===== src/rtl/sfe_pkg.sv =====
package sfe_pkg;

  localparam logic [7:0] OP_WREN  = 8'h06;
  localparam logic [7:0] OP_WRDI  = 8'h04;
  localparam logic [7:0] OP_RDSR  = 8'h05;
  localparam logic [7:0] OP_WRSR  = 8'h01;
  localparam logic [7:0] OP_PROG  = 8'h02;
  localparam logic [7:0] OP_ER4K  = 8'h20;
  localparam logic [7:0] OP_ER32K = 8'h52;
  localparam logic [7:0] OP_ER64K = 8'hD8;
  localparam logic [7:0] OP_ERALL = 8'hC7;
  localparam logic [7:0] OP_ERALT = 8'h60;
  localparam logic [7:0] OP_SUSP  = 8'h75;
  localparam logic [7:0] OP_RSTEN = 8'h66;
  localparam logic [7:0] OP_RSTGO = 8'h99;

  typedef enum logic [3:0] {
    CK_NONE, CK_WREN, CK_WRDI, CK_RDSR, CK_WRSR,
    CK_PROG, CK_ERASE, CK_SUSP, CK_RSTEN, CK_RSTGO
  } cmd_kind_t;

  typedef enum logic [1:0] {
    EK_SECTOR = 2'd0, EK_HALF = 2'd1, EK_BLOCK = 2'd2, EK_CHIP = 2'd3
  } erase_kind_t;

  function automatic cmd_kind_t decode_op(input logic [7:0] op);
    case (op)
      OP_WREN:  return CK_WREN;
      OP_WRDI:  return CK_WRDI;
      OP_RDSR:  return CK_RDSR;
      OP_WRSR:  return CK_WRSR;
      OP_PROG:  return CK_PROG;
      OP_ER4K, OP_ER32K, OP_ER64K, OP_ERALL, OP_ERALT: return CK_ERASE;
      OP_SUSP:  return CK_SUSP;
      OP_RSTEN: return CK_RSTEN;
      OP_RSTGO: return CK_RSTGO;
      default:  return CK_NONE;
    endcase
  endfunction

  function automatic erase_kind_t erase_kind_of(input logic [7:0] op);
    case (op)
      OP_ER32K: return EK_HALF;
      OP_ER64K: return EK_BLOCK;
      OP_ERALL, OP_ERALT: return EK_CHIP;
      default:  return EK_SECTOR;
    endcase
  endfunction

  // Whole bytes (opcode included) a command needs before chip select rises.
  function automatic logic [2:0] min_bytes(input cmd_kind_t k, input erase_kind_t ek);
    case (k)
      CK_PROG:  return 3'd5;
      CK_ERASE: return (ek == EK_CHIP) ? 3'd1 : 3'd4;
      CK_WRSR:  return 3'd2;
      default:  return 3'd1;
    endcase
  endfunction

  function automatic logic busy_allowed(input cmd_kind_t k);
    return (k == CK_RDSR) || (k == CK_SUSP);
  endfunction

  function automatic int max_of(input int a, input int b);
    return (a > b) ? a : b;
  endfunction

endpackage


===== src/rtl/sfe_sync.sv =====
module sfe_sync #(
  parameter int STAGES = 2
) (
  input  logic clk,
  input  logic rst_n,
  input  logic cs_n_i,
  input  logic sclk_i,
  input  logic mosi_i,
  output logic cs_n_s,
  output logic mosi_s,
  output logic sclk_rise,
  output logic sclk_fall,
  output logic cs_fall,
  output logic cs_rise
);
  logic [STAGES-1:0] cs_p, ck_p, d_p;
  logic cs_prev, ck_prev;

  always_ff @(posedge clk or negedge rst_n) begin
    if (!rst_n) begin
      cs_p    <= '0;
      ck_p    <= '0;
      d_p     <= '0;
      cs_prev <= 1'b0;
      ck_prev <= 1'b0;
    end else begin
      cs_p    <= {cs_p[STAGES-2:0], cs_n_i};
      ck_p    <= {ck_p[STAGES-2:0], sclk_i};
      d_p     <= {d_p[STAGES-2:0], mosi_i};
      cs_prev <= cs_p[STAGES-1];
      ck_prev <= ck_p[STAGES-1];
    end
  end

  assign cs_n_s    = cs_p[STAGES-1];
  assign mosi_s    = d_p[STAGES-1];
  assign sclk_rise =  ck_p[STAGES-1] & ~ck_prev & ~cs_n_s;
  assign sclk_fall = ~ck_p[STAGES-1] &  ck_prev & ~cs_n_s;
  assign cs_fall   = ~cs_n_s &  cs_prev;
  assign cs_rise   =  cs_n_s & ~cs_prev;

endmodule


===== src/rtl/sfe_shifter.sv =====
module sfe_shifter #(
  parameter int CNT_W = 10
) (
  input  logic             clk,
  input  logic             rst_n,
  input  logic             cs_fall,
  input  logic             sclk_rise,
  input  logic             sclk_fall,
  input  logic             mosi_s,
  input  logic             rd_en,
  input  logic [7:0]       status,
  output logic             op_vld,
  output logic [7:0]       opcode,
  output logic [23:0]      addr,
  output logic [7:0]       wdat,
  output logic [CNT_W-1:0] byte_cnt,
  output logic             bit_aligned,
  output logic             miso
);
  localparam logic [CNT_W-1:0] CNT_MAX = {CNT_W{1'b1}};

  logic [7:0] sh, osh;
  logic [2:0] bit_cnt, ocnt;
  logic [7:0] next_byte;

  function automatic logic [CNT_W-1:0] sat_inc(input logic [CNT_W-1:0] v);
    return (v == CNT_MAX) ? v : v + 1'b1;
  endfunction

  assign next_byte = {sh[6:0], mosi_s};

  always_ff @(posedge clk or negedge rst_n) begin
    if (!rst_n) begin
      sh <= '0; osh <= '0; bit_cnt <= '0; ocnt <= '0;
      byte_cnt <= '0; opcode <= '0; addr <= '0; wdat <= '0;
      op_vld <= 1'b0; miso <= 1'b0;
    end else begin
      op_vld <= 1'b0;
      if (cs_fall) begin
        bit_cnt  <= '0;
        byte_cnt <= '0;
        ocnt     <= '0;
        miso     <= 1'b0;
      end else if (sclk_rise) begin
        sh      <= next_byte;
        bit_cnt <= bit_cnt + 1'b1;
        if (bit_cnt == 3'd7) begin
          byte_cnt <= sat_inc(byte_cnt);
          if (byte_cnt == '0) begin
            opcode <= next_byte;
            op_vld <= 1'b1;
          end
          if (byte_cnt >= CNT_W'(1) && byte_cnt <= CNT_W'(3))
            addr <= {addr[15:0], next_byte};
          if (byte_cnt == CNT_W'(1))
            wdat <= next_byte;
        end
      end else if (sclk_fall && rd_en) begin
        if (ocnt == '0) begin
          miso <= status[7];
          osh  <= {status[6:0], 1'b0};
        end else begin
          miso <= osh[7];
          osh  <= {osh[6:0], 1'b0};
        end
        ocnt <= ocnt + 1'b1;
      end
    end
  end

  assign bit_aligned = (bit_cnt == '0);

  // the output bit only moves after a falling clock or a new transaction.
  p_miso_on_fall_r3: assert property (@(posedge clk) disable iff (!rst_n)
    !$stable(miso) |-> $past(sclk_fall || cs_fall));

  // the opcode is reported only once a whole first byte is in.
  p_opcode_whole_r1: assert property (@(posedge clk) disable iff (!rst_n)
    op_vld |-> (bit_cnt == '0) && (byte_cnt == CNT_W'(1)));

endmodule


===== src/rtl/sfe_ctrl.sv =====
module sfe_ctrl import sfe_pkg::*; #(
  parameter int CNT_W   = 10,
  parameter int T_WRSR  = 64,
  parameter int T_PROG  = 256,
  parameter int T_ERASE = 1024,
  parameter int T_CHIP  = 4096,
  parameter int T_RESET = 128
) (
  input  logic             clk,
  input  logic             rst_n,
  input  logic             cs_n_s,
  input  logic             cs_fall,
  input  logic             cs_rise,
  input  logic             op_vld,
  input  logic [7:0]       opcode,
  input  logic [CNT_W-1:0] byte_cnt,
  input  logic             bit_aligned,
  input  logic [23:0]      addr_in,
  input  logic [7:0]       wdat_in,
  output logic             wel_o,
  output logic             busy_o,
  output logic             resetting_o,
  output logic             rd_active_o,
  output logic             prog_stb_o,
  output logic             erase_stb_o,
  output erase_kind_t      erase_kind_o,
  output logic             wrsr_stb_o,
  output logic             susp_stb_o,
  output logic [23:0]      addr_o,
  output logic [7:0]       wdat_o
);
  localparam int T_MAX = max_of(max_of(max_of(T_WRSR, T_PROG), max_of(T_ERASE, T_CHIP)), T_RESET);
  localparam int DUR_W = $clog2(T_MAX + 1);

  logic primed_q, live_q, arm_q, wel_q, rd_q;
  cmd_kind_t   kind_q, kind_now;
  erase_kind_t ek_q;
  logic [DUR_W-1:0] busy_cnt, rst_cnt;
  logic busy, resetting, accept_now, long_enough, commit;
  logic ev_wren, ev_wrdi, ev_exec, ev_susp, ev_rsten, ev_rst;

  function automatic logic [DUR_W-1:0] dur_of(input cmd_kind_t k, input erase_kind_t ek);
    case (k)
      CK_WRSR:  return DUR_W'(T_WRSR);
      CK_PROG:  return DUR_W'(T_PROG);
      default:  return (ek == EK_CHIP) ? DUR_W'(T_CHIP) : DUR_W'(T_ERASE);
    endcase
  endfunction

  assign busy        = (busy_cnt != '0);
  assign resetting   = (rst_cnt != '0);
  assign kind_now    = decode_op(opcode);
  assign accept_now  = op_vld && live_q && !resetting && (!busy || busy_allowed(kind_now));
  assign long_enough = byte_cnt >= CNT_W'(min_bytes(kind_q, ek_q));
  assign commit      = cs_rise && live_q && bit_aligned && long_enough &&
                       (kind_q != CK_NONE) && (kind_q != CK_RDSR);

  assign ev_wren  = commit && (kind_q == CK_WREN);
  assign ev_wrdi  = commit && (kind_q == CK_WRDI);
  assign ev_exec  = commit && wel_q && (kind_q inside {CK_WRSR, CK_PROG, CK_ERASE});
  assign ev_susp  = commit && (kind_q == CK_SUSP) && busy;
  assign ev_rsten = commit && (kind_q == CK_RSTEN);
  assign ev_rst   = commit && (kind_q == CK_RSTGO) && arm_q;

  always_ff @(posedge clk or negedge rst_n) begin
    if (!rst_n) begin
      primed_q <= 1'b0; live_q <= 1'b0; arm_q <= 1'b0; wel_q <= 1'b0; rd_q <= 1'b0;
      kind_q <= CK_NONE; ek_q <= EK_SECTOR;
      busy_cnt <= '0; rst_cnt <= '0;
      prog_stb_o <= 1'b0; erase_stb_o <= 1'b0; wrsr_stb_o <= 1'b0; susp_stb_o <= 1'b0;
      erase_kind_o <= EK_SECTOR; addr_o <= '0; wdat_o <= '0;
    end else begin
      prog_stb_o  <= 1'b0;
      erase_stb_o <= 1'b0;
      wrsr_stb_o  <= 1'b0;
      susp_stb_o  <= ev_susp;

      if (cs_fall) begin
        live_q <= primed_q;
        kind_q <= CK_NONE;
        rd_q   <= 1'b0;
      end
      if (accept_now) begin
        kind_q <= kind_now;
        ek_q   <= erase_kind_of(opcode);
        rd_q   <= (kind_now == CK_RDSR);
      end
      if (cs_rise) begin
        live_q <= 1'b0;
        rd_q   <= 1'b0;
        if (live_q) arm_q <= ev_rsten;
      end

      if (ev_rst)                      primed_q <= 1'b0;
      else if (cs_n_s && !resetting)   primed_q <= 1'b1;

      if (ev_rst)        busy_cnt <= '0;
      else if (ev_exec)  busy_cnt <= dur_of(kind_q, ek_q);
      else if (busy)     busy_cnt <= busy_cnt - 1'b1;

      if (ev_rst)         rst_cnt <= DUR_W'(T_RESET);
      else if (resetting) rst_cnt <= rst_cnt - 1'b1;

      if (ev_rst || ev_exec || ev_wrdi) wel_q <= 1'b0;
      else if (ev_wren)                 wel_q <= 1'b1;

      if (ev_exec) begin
        prog_stb_o   <= (kind_q == CK_PROG);
        erase_stb_o  <= (kind_q == CK_ERASE);
        wrsr_stb_o   <= (kind_q == CK_WRSR);
        erase_kind_o <= ek_q;
        addr_o       <= addr_in;
        wdat_o       <= wdat_in;
      end
    end
  end

  assign wel_o       = wel_q;
  assign busy_o      = busy;
  assign resetting_o = resetting;
  assign rd_active_o = rd_q;

  // an executed command needed the latch and an idle block.
  p_exec_needs_wel_r5: assert property (@(posedge clk) disable iff (!rst_n)
    (prog_stb_o || erase_stb_o || wrsr_stb_o) |-> $past(wel_q) && !$past(busy));

  // an executed command leaves busy up and the latch down.
  p_exec_sets_busy_r5: assert property (@(posedge clk) disable iff (!rst_n)
    (prog_stb_o || erase_stb_o || wrsr_stb_o) |-> busy && !wel_q);

  // the latch only rises when idle and outside a reset period.
  p_wel_gate_r8: assert property (@(posedge clk) disable iff (!rst_n)
    $rose(wel_q) |-> !$past(busy) && !$past(resetting));

  // suspend is reported only during an operation.
  p_susp_busy_r8: assert property (@(posedge clk) disable iff (!rst_n)
    susp_stb_o |-> $past(busy));

  // a reset period starts only from an armed state.
  p_reset_armed_r9: assert property (@(posedge clk) disable iff (!rst_n)
    $rose(resetting) |-> $past(arm_q));

  // nothing is accepted during the reset period.
  p_quiet_reset_r11: assert property (@(posedge clk) disable iff (!rst_n)
    resetting |-> !(prog_stb_o || erase_stb_o || wrsr_stb_o || susp_stb_o) && !rd_q);

endmodule


===== src/rtl/spi_flash_cmd_frontend.sv =====
module spi_flash_cmd_frontend import sfe_pkg::*; #(
  parameter int SYNC_STAGES = 2,
  parameter int CNT_W       = 10,
  parameter int T_WRSR      = 64,
  parameter int T_PROG      = 256,
  parameter int T_ERASE     = 1024,
  parameter int T_CHIP      = 4096,
  parameter int T_RESET     = 128
) (
  input  logic        clk,
  input  logic        rst_n,
  input  logic        cs_n_i,
  input  logic        sclk_i,
  input  logic        mosi_i,
  output logic        miso_o,
  output logic        miso_oe_o,
  output logic        wel_o,
  output logic        busy_o,
  output logic        sw_reset_o,
  output logic        prog_stb_o,
  output logic        erase_stb_o,
  output logic [1:0]  erase_kind_o,
  output logic        wrsr_stb_o,
  output logic        susp_stb_o,
  output logic [23:0] addr_o,
  output logic [7:0]  wrsr_data_o
);
  logic cs_n_s, mosi_s, sclk_rise, sclk_fall, cs_fall, cs_rise;
  logic op_vld, bit_aligned, rd_active, wel, busy;
  logic [7:0] opcode, wdat;
  logic [23:0] addr;
  logic [CNT_W-1:0] byte_cnt;
  logic [7:0] status;
  erase_kind_t ek;

  assign status = {6'b0, wel, busy};

  sfe_sync #(.STAGES(SYNC_STAGES)) u_sync (
    .clk(clk), .rst_n(rst_n), .cs_n_i(cs_n_i), .sclk_i(sclk_i), .mosi_i(mosi_i),
    .cs_n_s(cs_n_s), .mosi_s(mosi_s), .sclk_rise(sclk_rise), .sclk_fall(sclk_fall),
    .cs_fall(cs_fall), .cs_rise(cs_rise)
  );

  sfe_shifter #(.CNT_W(CNT_W)) u_shift (
    .clk(clk), .rst_n(rst_n), .cs_fall(cs_fall), .sclk_rise(sclk_rise),
    .sclk_fall(sclk_fall), .mosi_s(mosi_s), .rd_en(rd_active), .status(status),
    .op_vld(op_vld), .opcode(opcode), .addr(addr), .wdat(wdat),
    .byte_cnt(byte_cnt), .bit_aligned(bit_aligned), .miso(miso_o)
  );

  sfe_ctrl #(
    .CNT_W(CNT_W), .T_WRSR(T_WRSR), .T_PROG(T_PROG), .T_ERASE(T_ERASE),
    .T_CHIP(T_CHIP), .T_RESET(T_RESET)
  ) u_ctrl (
    .clk(clk), .rst_n(rst_n), .cs_n_s(cs_n_s), .cs_fall(cs_fall), .cs_rise(cs_rise),
    .op_vld(op_vld), .opcode(opcode), .byte_cnt(byte_cnt), .bit_aligned(bit_aligned),
    .addr_in(addr), .wdat_in(wdat), .wel_o(wel), .busy_o(busy),
    .resetting_o(sw_reset_o), .rd_active_o(rd_active), .prog_stb_o(prog_stb_o),
    .erase_stb_o(erase_stb_o), .erase_kind_o(ek), .wrsr_stb_o(wrsr_stb_o),
    .susp_stb_o(susp_stb_o), .addr_o(addr_o), .wdat_o(wrsr_data_o)
  );

  assign erase_kind_o = ek;
  assign miso_oe_o    = rd_active;
  assign wel_o        = wel;
  assign busy_o       = busy;

endmodule


===== config.mk =====
export PLATFORM = sky130hd
export DESIGN_NAME = spi_flash_cmd_frontend
export DESIGN_NICKNAME = d
export VERILOG_FILES = /design/src/rtl/sfe_pkg.sv /design/src/rtl/sfe_sync.sv /design/src/rtl/sfe_shifter.sv /design/src/rtl/sfe_ctrl.sv /design/src/rtl/spi_flash_cmd_frontend.sv
export SDC_FILE = /design/constraint.sdc
export NUM_CORES = 1
export LEC_CHECK = 0
export ABC_CLOCK_PERIOD_IN_PS = 4200
export BUFFER_PORTS_ARGS = -buffer_cell sky130_fd_sc_hd__buf_4
export CAP_MARGIN = 25
export CORE_MARGIN = 2
export CORE_UTILIZATION = 65
export DETAILED_ROUTE_END_ITERATION = 7
export PLACE_DENSITY = 0.95
export SETUP_SLACK_MARGIN = 0.05
export SYNTH_ARGS = -nofsm -noshare
export SYNTH_HDL_FRONTEND = slang
export SYNTH_SLANG_ARGS = --single-unit

===== constraint.sdc =====
create_clock -name clk -period 4.2 [get_ports clk]
set_input_delay 0.42 -clock clk [delete_from_list [all_inputs] [get_ports clk]]
set_output_delay 0.42 -clock clk [all_outputs]
set_load 0.01 [all_outputs]

==> qor.txt <==
================================================================================
Floorplan die area ................................................   0.0116 mm2
Global-route wire length before repair ............................     26800 um
Max Clock Freq ....................................................    0.302 GHz
First-pass iteration count of the detailed router .................            8
Initial core utilization ..........................................        67.2%
Xor/xnor cell area share of the yosys netlist .....................        3.77%
Std-Cell Core Area ................................................   0.0104 mm2
Fraction of synthesized cell area taken by the top area cell type .        55.7%
Largest area contributor in the netlist ...........................      dfrtp_1
Internal power ....................................................    0.00259 W
Cell count after synthesis ........................................          581
Maximum number of pins on one net before global-route repair ......          104
Leading cell type by number of instances after synthesis ..........      dfrtp_1
Horizontal die dimension ..........................................       108 um
Utilization of the core after routing .............................        78.2%
MaxCap Viol Count .................................................            0
Fraction of layout cells with a size suffix above 1 ...............        27.8%
Master cell of the clock root buffer ..............................     clkbuf_8
Avg Vias per Cell .................................................         6.46
Total number of clock tree sinks ..................................          155
Total wire length .................................................     16500 um
Placed Instances ..................................................          746
Critical Path Start ............................................... u_ctrl.kind_q[1]
Share of the cycle needed by the critical path after routing ......        78.7%
P_sw ..............................................................   0.000733 W
H-tree depth ......................................................            4
Number of filler cells placed in the layout .......................          553
Sequential power share ............................................        47.5%
Category of the worst setup path capture point ....................    flip-flop
Comb power frac ...................................................         2.6%
Max-slew violations ...............................................            0
Clock tree buffer depth ...........................................            2
Arrival time at the worst endpoint ................................      3.68 ns
Category of the critical setup timing path ........................ flip-flop to flip-flop
Kind of path behind the tightest hold check ....................... input port to asynchronous set/reset pin
Hold Slack ........................................................   -0.0190 ns
Number of flops mapped to enable cells by yosys ...................            0
Failing checks .................................................... negative hold slack
Adder and majority cell fraction of the synthesized area ..........        2.87%
Max Clock Skew ....................................................   0.00768 ns
Simple-Gate Fraction of Synth Area ................................        15.4%
Placed wire-length estimate after detailed placement ..............      9210 um
Number of DRC markers in iteration 0 ..............................          581
Dominant combinational cell family by area after synthesis ........ simple AND/OR/NAND/NOR gates
Flip-flop and latch count after synthesis .........................          155
Synthesized cell area .............................................  0.00696 mm2
Post-CTS Setup Inserts ............................................            0
Number of antenna violations at the first check in global routing .            0
Per-instance average area after synthesis .........................     12.0 um2
Area after detailed placement .....................................  0.00743 mm2
Distinct cells, synth .............................................           62
Top cell types by occurrence after synthesis ...................... dfrtp_1 (155), mux2_2 (80), nor2_1 (53), nand2_1 (40), inv_1 (21)
# DRC .............................................................            0
Die span in y .....................................................       108 um
Register area share after synthesis ...............................        55.7%
Minimum clock period after layout .................................      3.31 ns
Slew Limit Headroom ...............................................        17.2%
Compound-Gate Fraction of Synth Area ..............................        5.17%
Number of placed I/O pins .........................................           48
Total of cells resized after clock tree synthesis .................            0
Mux contribution to synthesized area ..............................        14.5%
Clock-pin transition on the worst setup and hold timing paths .....      0.07 ns
Net Count, Synth ..................................................          602
Setup TNS .........................................................         0 ns
Fraction of registers with async set/reset ........................         100%
Layout Nets .......................................................          655
Static leakage ....................................................      4.01 nW
Post-route standard cell area excluding fillers ...................  0.00811 mm2
Residual overflow from global routing .............................            0
Fin cells .........................................................          781
Synth-to-Final Area Change ........................................        16.4%
Final hold viol count .............................................           13
Rows ..............................................................           37
Setup repair after global routing missed its margin ...............           no
Antenna-violating nets left .......................................            0
Power share of the clock group ....................................        49.8%
Status ............................................................ finished with violations
Power Dens Cells ..................................................   410 mW/mm2
Final setup violating endpoints ...................................            0
Tot GR Track Use ..................................................        30.5%
Crit path launch type .............................................    flip-flop
Biggest area contributors in the synthesized netlist .............. dfrtp_1 (56%), mux2_2 (13%), ha_1 (2.9%)
Clk Latency, worst-skew pair ......................................      0.55 ns
Vias in the first global route ....................................         5243
Largest fanout on the critical path ...............................           15
CTS tree ..........................................................         done
WP data required ..................................................      4.57 ns
Warning count from the yosys run ..................................            0
VDD IR max ........................................................     0.236 mV
Net switching fraction of the power ...............................        22.1%
Slew @ Worst Pin ..................................................      1.24 ns
CTS Buf Count .....................................................           17
Most used flip-flop cell after synthesis ..........................      dfrtp_1
Number of inserted diodes .........................................            0
Final weighted congestion in routability-driven placement .........        0.942
Number of buffers added on ports ..................................           47
Total number of vias ..............................................         5043
Routed length per instance ........................................      21.1 um
Crit Reg-Reg Startpoint ........................................... u_ctrl.kind_q[1]
================================================================================
[power by group through the flow]
stage / clock, W / combinational (W) / sequential, W
6_report: 0.00165 / 0.0000878 / 0.00158
5_1_grt: 0.00173 / 0.0000987 / 0.00158
4_1_cts: 0.00166 / 0.0000891 / 0.00158
3_5_place_dp: 0 / 0.0000829 / 0.00160
3_3_place_gp: 0 / 0.0000779 / 0.00159
2_1_floorplan: 0 / 0.0000416 / 0.00158
[flip-flops by register name, indices dropped and copies added, names as in the netlist, 3 cells and up]
signal,flops
u_ctrl.addr_o,24
u_ctrl.wdat_o,8
u_shift.osh,7
u_ctrl.kind_q,4
u_shift.sh,7
u_shift.ocnt,3
u_shift.bit_cnt,3
u_shift.byte_cnt,10
u_shift.opcode,8
u_ctrl.rst_cnt,13
u_ctrl.busy_cnt,13
u_shift.wdat,8
u_shift.addr,24
[layout make-up]
type / count / area [um2] / share of cell area (%)
Clock inverter: 13 / 216 / 2.67
Clock buffer: 17 / 414 / 5.11
Timing Repair Buffer: 56 / 445 / 5.49
Sequential cell: 155 / 3880 / 47.8
Multi-Input combinational cell: 383 / 2910 / 35.8
Tap cell: 136 / 170 / 2.10
Inverter: 21 / 78.8 / 0.972
[path summary, 6_finish.rpt]
path | endpoint | slack, ns | cells after the start
min reg2reg | u_sync.ck_p[1] | 0.35 | 0
max reg2reg | u_ctrl.busy_cnt[9] | 0.89 | 8
min | u_ctrl.rst_cnt[11] | -0.02 | 1
max in group asynchronous | u_ctrl.primed_q | 3.27 | 2
min in group clk | u_sync.ck_p[1] | 0.35 | 0
max | u_ctrl.busy_cnt[9] | 0.89 | 8
[kinds of logic after synthesis]
group	Yosys count
AO/OA/AOI/OAI	52
XOR/XNOR	30
adder cells (fa/ha/maj)	16
buffers and inverters	43
flip-flops	155
multiplexers	89
AND/OR/NAND/NOR	196
[placed cells by master, fill, tap and decap left out, types with 4 or more instances in the layout]
cell type | Yosys | layout
a21oi_1 | 14 | 14
nand2_1 | 40 | 40
xor2_1 | 11 | 11
or3_1 | 5 | 5
ha_1 | 16 | 16
clkbuf_16 | 0 | 16
nor2_1 | 53 | 53
nand3_1 | 8 | 8
mux2_2 | 80 | 80
nor3_1 | 14 | 14
bufinv_16 | 0 | 5
or4_1 | 4 | 4
nand2b_1 | 19 | 19
nor4_1 | 10 | 10
nor2b_1 | 6 | 6
inv_1 | 21 | 21
nor3b_1 | 4 | 4
nor4b_1 | 4 | 4
o21ai_0 | 13 | 13
clkinv_4 | 0 | 4
mux2i_1 | 5 | 5
buf_4 | 0 | 49
dfrtp_1 | 155 | 155
xnor2_1 | 19 | 19
[metrics by stage]
step	power, W	setup slack [ns]	hold WS [ns]
6_report	0.00332	0.893	-0.0190
5_1_grt	0.00341	0.731	0.0795
4_1_cts	0.00333	0.962	0.0275
3_5_place_dp	0.00168	1.12	0.336
3_3_place_gp	0.00167	1.29	0.336
2_1_floorplan	0.00162	1.50	0.124
[repair_timing]
action,in CTS,in global routing
hold endpoints to repair,3,0
endpoints found under the setup margin,0,0
hold buffers,3,0
[worst max-delay path, cell delays in order (launching register included)]
cell and delay, ns:
dfrtp_1 0.56, a311o_1 0.44, ha_1 0.29, nand2b_1 0.13, a21o_1 0.12, a211o_1 0.14
nand2b_1 0.24, a221oi_1 1.04, nor2_1 0.16
[metal layers]
layer	vias up	track usage (%)	wire [um]	part of all wire, %
li1	2148	-	-	-
met5	-	0	0	0
met4	0	16.8	678	4.1
met2	277	50.3	8390	51
met3	72	5.27	1000	6.1
met1	2546	38.4	6430	39
Note: power is estimated with default switching activity, not from simulation.
